$ cat config.mk
export PLATFORM = sky130hd
export DESIGN_NAME = i2c_reg_target
export DESIGN_NICKNAME = d
export VERILOG_FILES = /design/src/rtl/i2c_reg_target.sv
export SDC_FILE = /design/constraint.sdc
export NUM_CORES = 1
export LEC_CHECK = 0
export BUFFER_PORTS_ARGS = -buffer_cell sky130_fd_sc_hd__clkbuf_2
export CORE_MARGIN = 2
export CORE_UTILIZATION = 43
export DETAILED_ROUTE_END_ITERATION = 7
export PLACE_DENSITY_LB_ADDON = 0.3
export SYNTH_ARGS = -nofsm -noshare
export SYNTH_HDL_FRONTEND = slang
export SYNTH_SLANG_ARGS = --single-unit
$ cat constraint.sdc
create_clock -name clk -period 2.78 [get_ports clk]
set_clock_uncertainty 0.2 [all_clocks]
set_input_delay 0 -clock clk [delete_from_list [all_inputs] [get_ports clk]]
set_output_delay 0 -clock clk [all_outputs]
set_load 0.05 [all_outputs]
$ cat src/rtl/i2c_reg_target.sv
module i2c_reg_target #(
  parameter int         NREG      = 16,
  parameter logic [6:0] BASE_ADDR = 7'h50
) (
  input  logic clk,
  input  logic rst_n,
  input  logic scl_i,
  input  logic sda_i,
  input  logic addr_sel,
  output logic sda_oe
);
  localparam int IW = (NREG > 1) ? $clog2(NREG) : 1;

  typedef enum logic [2:0] {S_IDLE, S_ADR, S_IDX, S_DAT, S_RD, S_IGN} st_t;

  logic [1:0] scl_sy, sda_sy;
  logic       scl_d, sda_d;
  logic       scl_s, sda_s;
  st_t        st;
  logic [3:0] bitcnt;
  logic [7:0] rx, tx, ptr;
  logic       go;
  logic [7:0] regs [NREG];

  always_ff @(posedge clk or negedge rst_n)
    if (!rst_n) begin
      scl_sy <= 2'b11;
      sda_sy <= 2'b11;
      scl_d  <= 1'b1;
      sda_d  <= 1'b1;
    end else begin
      scl_sy <= {scl_sy[0], scl_i};
      sda_sy <= {sda_sy[0], sda_i};
      scl_d  <= scl_sy[1];
      sda_d  <= sda_sy[1];
    end

  assign scl_s = scl_sy[1];
  assign sda_s = sda_sy[1];

  wire scl_rise  = scl_s & ~scl_d;
  wire scl_fall  = ~scl_s & scl_d;
  wire start_det = scl_s & scl_d & sda_d & ~sda_s;
  wire stop_det  = scl_s & scl_d & ~sda_d & sda_s;
  wire active    = (st == S_ADR) || (st == S_IDX) || (st == S_DAT) || (st == S_RD);
  wire [6:0] my_addr = BASE_ADDR | {6'b0, addr_sel};
  wire addr_hit  = (rx[7:1] == my_addr);
  wire in_range  = int'(ptr) < NREG;
  wire [7:0] rd_data = in_range ? regs[ptr[IW-1:0]] : 8'h00;
  wire byte_end  = active && scl_fall && (bitcnt == 4'd8) && !start_det && !stop_det;
  wire wr_en     = byte_end && (st == S_DAT) && in_range;

  always_ff @(posedge clk or negedge rst_n)
    if (!rst_n) begin
      st     <= S_IDLE;
      bitcnt <= '0;
      rx     <= '0;
      tx     <= '0;
      ptr    <= '0;
      go     <= 1'b0;
      sda_oe <= 1'b0;
    end else if (start_det) begin
      st     <= S_ADR;
      bitcnt <= '0;
      sda_oe <= 1'b0;
    end else if (stop_det) begin
      st     <= S_IDLE;
      bitcnt <= '0;
      sda_oe <= 1'b0;
    end else if (active) begin
      if (scl_rise) begin
        if (bitcnt < 4'd8) rx <= {rx[6:0], sda_s};
        else if (st == S_RD) go <= ~sda_s;
        bitcnt <= bitcnt + 4'd1;
      end else if (scl_fall) begin
        if (bitcnt == 4'd8) begin
          case (st)
            S_ADR:
              if (addr_hit) begin
                sda_oe <= 1'b1;
                st     <= rx[0] ? S_RD : S_IDX;
              end else begin
                st <= S_IGN;
              end
            S_IDX: begin
              ptr    <= rx;
              sda_oe <= 1'b1;
              st     <= S_DAT;
            end
            S_DAT:   sda_oe <= 1'b1;
            S_RD: begin
              sda_oe <= 1'b0;
              ptr    <= ptr + 8'd1;
            end
            default: sda_oe <= 1'b0;
          endcase
        end else if (bitcnt == 4'd9) begin
          bitcnt <= '0;
          if (st == S_RD && go) begin
            sda_oe <= ~rd_data[7];
            tx     <= {rd_data[6:0], 1'b0};
          end else if (st == S_RD) begin
            sda_oe <= 1'b0;
            st     <= S_IGN;
          end else begin
            sda_oe <= 1'b0;
          end
        end else if (st == S_RD && bitcnt != 4'd0) begin
          sda_oe <= ~tx[7];
          tx     <= {tx[6:0], 1'b0};
        end
      end
    end

  always_ff @(posedge clk or negedge rst_n)
    if (!rst_n) begin
      for (int i = 0; i < NREG; i++) regs[i] <= '0;
    end else if (wr_en) begin
      regs[ptr[IW-1:0]] <= rx;
    end

  p_start_restarts_r1: assert property (@(posedge clk) disable iff (!rst_n)
    start_det |=> (st == S_ADR) && (bitcnt == 4'd0) && !sda_oe);

  p_stop_frees_r1: assert property (@(posedge clk) disable iff (!rst_n)
    stop_det |=> (st == S_IDLE) && !sda_oe);

  p_ack_in_ninth_r2: assert property (@(posedge clk) disable iff (!rst_n)
    $rose(sda_oe) && ($past(st) != S_RD) |-> (bitcnt == 4'd8));

  p_ignore_quiet_r3: assert property (@(posedge clk) disable iff (!rst_n)
    (st == S_IGN) |-> !sda_oe);

  p_drive_scl_low_r10: assert property (@(posedge clk) disable iff (!rst_n)
    !$stable(sda_oe) && !$past(start_det) && !$past(stop_det) |-> !scl_d);
endmodule

# Yosys cells after proc, flatten, opt, wreduce, memory -nomap -nowiden

Cells that the tools add are included.
Widths: inputs -> output; s select.

$lt $le $gt $ge: 4
Reduce and logical (&&, ||, !) cells: 32
Equality and inequality tests: 13
Multiplexer cells: 41
$add $sub $neg: 2
Bitwise gates (word level): 19

Operators by type and width:

| operator            | count |
|---|---|
| $bwmux 128          | 1 |
| $mux 8              | 7 |
| $mux 3              | 11 |
| $bmux 8 s4          | 1 |
| $demux 8 s4         | 1 |
| $mux 4              | 7 |
| $reduce_bool 4->1   | 5 |
| $pmux 8 s2          | 1 |
| $reduce_and 7->1    | 2 |
| $not 1->1           | 11 |
| $mux 1              | 10 |
| $ne 5x5->1 const B  | 2 |
| $reduce_and 5->1    | 2 |
| $logic_and 1x1->1   | 9 |
| $add 8x1->8 const B | 1 |
| $eq 4x4->1 const B  | 2 |
| $lt 8x5->1 const B  | 1 |
| $ne 4x4->1 const B  | 2 |
| $reduce_and 8->1    | 1 |
| $and 1x1->1         | 7 |
| $eq 7x7->1          | 1 |
| $eq 3x2->1 const B  | 2 |
| $pmux 3 s2          | 1 |
| $reduce_and 6->1    | 1 |
| 17 further kinds    | 22 |

Bits in registers: 167
Logic and storage cells: 138
Output and inout bits: 1
Bits of input ports: 5

# Depth between registers and ports, before layout

Depth after elaboration: 14
Depth in mapped cells: 8
Gate-level depth less buffers: 7

# Worst setup path after synthesis

OpenSTA, ideal clock, no wires.

Kind: reg2reg
From: register bitcnt[0]
To: register regs[32] (netlist name)
Clock period less this slack: 2.457 ns
Setup slack: 0.323 ns
Setup time: 0.128 ns
Arrival: 2.129 ns
Buffers on the path: 1
Data required time: 2.452 ns
Stages on the path, launching flop included: 9
Path through: dfrtp_1 inv_1 ha_1 and3b_1 buf_2 nand4b_4 nor4b_4 nand2_4 mux2_1

Longest elaborated chain between the ends: 6

Ends and longest elaborated chain:

| item                           | line | RTL |
|---|---|---|
| start, declared                | 20   | `logic [3:0] bitcnt;` |
| start signal, assigned         | 74   | `bitcnt <= bitcnt + 4'd1;` |
| $eq 4x4->1                     | 50   | `wire byte_end = active && scl_fall && (bitcnt == 4'd8) && !start_det && !stop_det;` |
| $logic_and 1x1->1 (3 in a row) | 50   |  |
| $logic_and 1x1->1 (2 in a row) | 51   | `wire wr_en = byte_end && (st == S_DAT) && in_range;` |
| end signal, assigned by index  | 119  | `regs[ptr[IW-1:0]] <= rx;` |
| end, declared                  | 23   | `logic [7:0] regs [NREG];` |

Every way passes these cells.
A chain may end at the register's enable or synchronous reset.

# Worst setup path after layout

From: register bitcnt[0]
To: register regs[127] (netlist name)

The elaborated chain is that of the path after synthesis.

==> run_results.csv <==
group,metric,value,unit
power,peakVddDrop,0.4027,mV
critical_path,cp_slowest_stage_delay,0.44,ns
detailed_routing,drc,0,
die,die_h,140.0,um
yosys,ys_seq_area_share,52.35,%
critical_path,cp_slowest_cell,"dfrtp_1",
detailed_routing,dr_total_vias,4956,
clock_network,root_buffer,"clkbuf_16",
sta,fin_tns_setup,0,ns
detailed_routing,totalWireLength,18.06,mm
yosys,synthArstFlopShare,100.0,%
yosys,synth.distinct_cells,55,
place,pre_cts_ws,0.2125,ns
yosys,synth-edff-count,0,
die,fp.dieW,140.0,um
detailed_routing,postRouteAntennaNets,0,
yosys,synthFlopType,"dfrtp_1",
global_route,grt_use_total,19.53,%
place,hpwlAfterDp,11.77,mm
sta,fmax,382.8,MHz
critical_path,arrival,2.72,ns
global_route,grt_max_degree,56,
finish,num-nets-final,626,
power,total_power,5.105,mW
place,io_buffers,5,
global_route,grt_pass1_vias,5189,
detailed_routing,drtPass1Iterations,5,
sta,period_share,93.98,%
global_route,grt_overflow,0,
finish,area_delta_synth_final,14.01,%
die,rows,49,
place,routabilityCongestion,0.8280,
clock_network,clk_latency,0.42,ns
detailed_routing,drtIter0Drc,318,
clock_network,clockBufferDepth,2,
sta,hold_slack,0.02065,ns
critical_path,crit_required,2.89,ns
yosys,syn-cell-area,7949,um^2
yosys,yosys_warnings,0,
clock_network,cts_tree,"done",
die,die_area,19590,um^2
global_route,grt_pass1_wl,29.26,mm
detailed_routing,viasPerCell,5.817,
sta,maxSlewViolCount,0,
critical_path,start_kind,"register",
yosys,syn_area_per_cell,13.52,um^2
clock_network,cts-buffers-inserted,17,
clock_network,htree_levels,4,
sta,finalHoldViolations,0,
finish,fillers,1541,
die,core,18020,um^2
finish,seq_area,4163,um^2
critical_path,critPathMaxFanout,8,
finish,layout-drive-gt1-share,40.45,%
sta,worst_slack,0.1673,ns
worst_hold_path,worst_hold_path_type,"input pin to register",
die,initial_utilization,44.10,%
clock_network,cts_resized,0,
die,pin_count,6,
critical_path,cp-end-kind,"register",
detailed_routing,routedWlPerCell,21.19,um
sta,slew_headroom,55.08,%
sta,rsz0062_at_grt,"true",
power,power_density,563.3,nW/um^2
sta,post-route-min-period,2.613,ns
finish,multi_input_area,3572,um^2
sta,setup_viol,0,
global_route,antenna_found_initial,0,
clock_network,cts_setup_buffers,0,
critical_path,crit_chain,"inv_1, ha_1, and3b_1, nand4b_4, nor4_2, nand2_1, mux2_2",
critical_path,path_class,"register to register",
yosys,synthCells,588,
yosys,synth_nets,603,
sta,tightest_slew,0.6739,ns
power,total_leakage_power,4.291,nW
finish,diodes,0,
yosys,yosys_register_bits,166,
flow_run,drv_cap,0,
clock_network,clkSinkCount,166,
outcome,status,"complete, no violations",
clock_network,path_clk_slew,0.06,ns
[worst max-delay path, delay by kind of cell, from the launching register on]
kind / cells / cell delay, ns
AND/OR/NAND/NOR: 4 / 1.18
flip-flops: 1 / 0.44
multiplexers: 1 / 0.38
adder cells (fa/ha/maj): 1 / 0.22
buffers and inverters: 1 / 0.08
[logic make-up after synthesis]
kind of cell               after synthesis  synth area share [%]
muxes                                  173                 28.98
DFF                                    166                 52.35
and+or+nand+nor                        108                 8.107
AOI/OAI and AO/OA                       74                 5.950
buffers and inverters                   54                 2.707
adders and majority gates               10                 1.574
xor gates and xnor gates                 3                0.3306
[state kept, by name, summed over array words and instances (netlist names), 2 cells and up]
signal,count
st,3
bitcnt,4
ptr,8
tx,7
sda_sy,2
rx,8
scl_sy,2
regs,128
[cell type report]
type | instances | area share [%]
Clock buffer | 20 | 4.929
Clock inverter | 11 | 1.408
Inverter | 12 | 0.4970
Multi-Input combinational cell | 368 | 39.42
Sequential cell | 166 | 45.93
Tap cell | 229 | 3.162
Timing Repair Buffer | 46 | 4.653
[cells in the final DEF, fill, tap and decap left out, drive strengths merged, types with 2 or more instances in the layout]
cell type | synthesis | layout
nor3 | 2 | 2
xor2 | 2 | 2
nor4b | 2 | 2
nor3b | 4 | 4
dfstp | 6 | 6
nor2b | 3 | 3
clkinv | 0 | 8
inv | 12 | 13
nor2 | 22 | 22
and3b | 2 | 2
nand2 | 29 | 29
nand3b | 3 | 3
a31oi | 2 | 2
a22oi | 19 | 19
mux2 | 137 | 137
o21ai | 16 | 16
dlygate4sd3 | 0 | 5
mux2i | 4 | 4
ha | 10 | 10
mux4 | 32 | 32
buf | 12 | 37
nor4 | 4 | 4
and2 | 3 | 3
o22a | 4 | 4
a21oi | 23 | 23
nand3 | 20 | 20
o2111ai | 2 | 2
and3 | 3 | 3
dfrtp | 160 | 160
clkbuf | 30 | 24
or3 | 2 | 2
bufinv | 0 | 2
[stage by stage]
step	utilization [%]	cells	instance area [um^2]
after floorplan	-	588	7949
after global placement	46.66	815	8411
after detailed placement	46.66	815	8411
after CTS	50.22	851	9052
after global routing	50.28	852	9062
final	50.28	852	9062
[synth_stat cells (all sizes together), types with 2 or more instances]
cell type | instances | area, um^2
nor3 | 2 | 10.01
o21ai | 16 | 80.08
clkbuf | 30 | 113.9
and2 | 3 | 18.77
nor4b | 2 | 32.53
a31oi | 2 | 12.51
xor2 | 2 | 17.52
o22a | 4 | 35.03
nand3b | 3 | 22.52
dfrtp | 160 | 4004
nand3 | 20 | 100.1
nor2 | 22 | 85.09
nor4 | 4 | 46.29
buf | 12 | 56.30
o2111ai | 2 | 17.52
nand2 | 29 | 138.9
nor3b | 4 | 30.03
mux4 | 32 | 720.7
ha | 10 | 125.1
inv | 12 | 45.04
a21oi | 23 | 115.1
nor2b | 3 | 18.77
mux2i | 4 | 40.04
and3 | 3 | 18.77
or3 | 2 | 12.51
dfstp | 6 | 157.7
and3b | 2 | 17.52
a22oi | 19 | 142.6
mux2 | 137 | 1543
[power by group]
part           total [mW]  leakage [nW]  switching [mW]  internal, mW
clock                2.30         0.284           0.951          1.35
combinational       0.293          1.72           0.204        0.0890
sequential           2.51          2.29          0.0655          2.45
[path summary, 6_finish.rpt]
path	endpoint	start	depth (start not counted)	slack [ns]
worst min register to register	sda_sy[1]	sda_sy[0]	0	0.16
worst max register to register	regs[127]	bitcnt[0]	7	0.17
worst min-delay path	sda_sy[0]	sda_i	2	0.02
min in group asynchronous	regs[49]	rst_n	3	0.37
worst max-delay path	regs[127]	bitcnt[0]	7	0.17
max in group asynchronous	regs[118]	rst_n	4	1.32
[per-layer routing]
metal	vias up	share of wire (%)	track usage, %
met4	0	2.0	6.737
li1	2224	-	-
met2	122	48	30.53
met5	-	0	0
met3	21	3.9	3.453
met1	2589	46	27.79
[what timing repair did]
item	in CTS	in global routing
hold buffers	5	1
setup endpoints to repair	0	7
hold endpoints to repair	130	1
(Power assumes the default switching activity.)
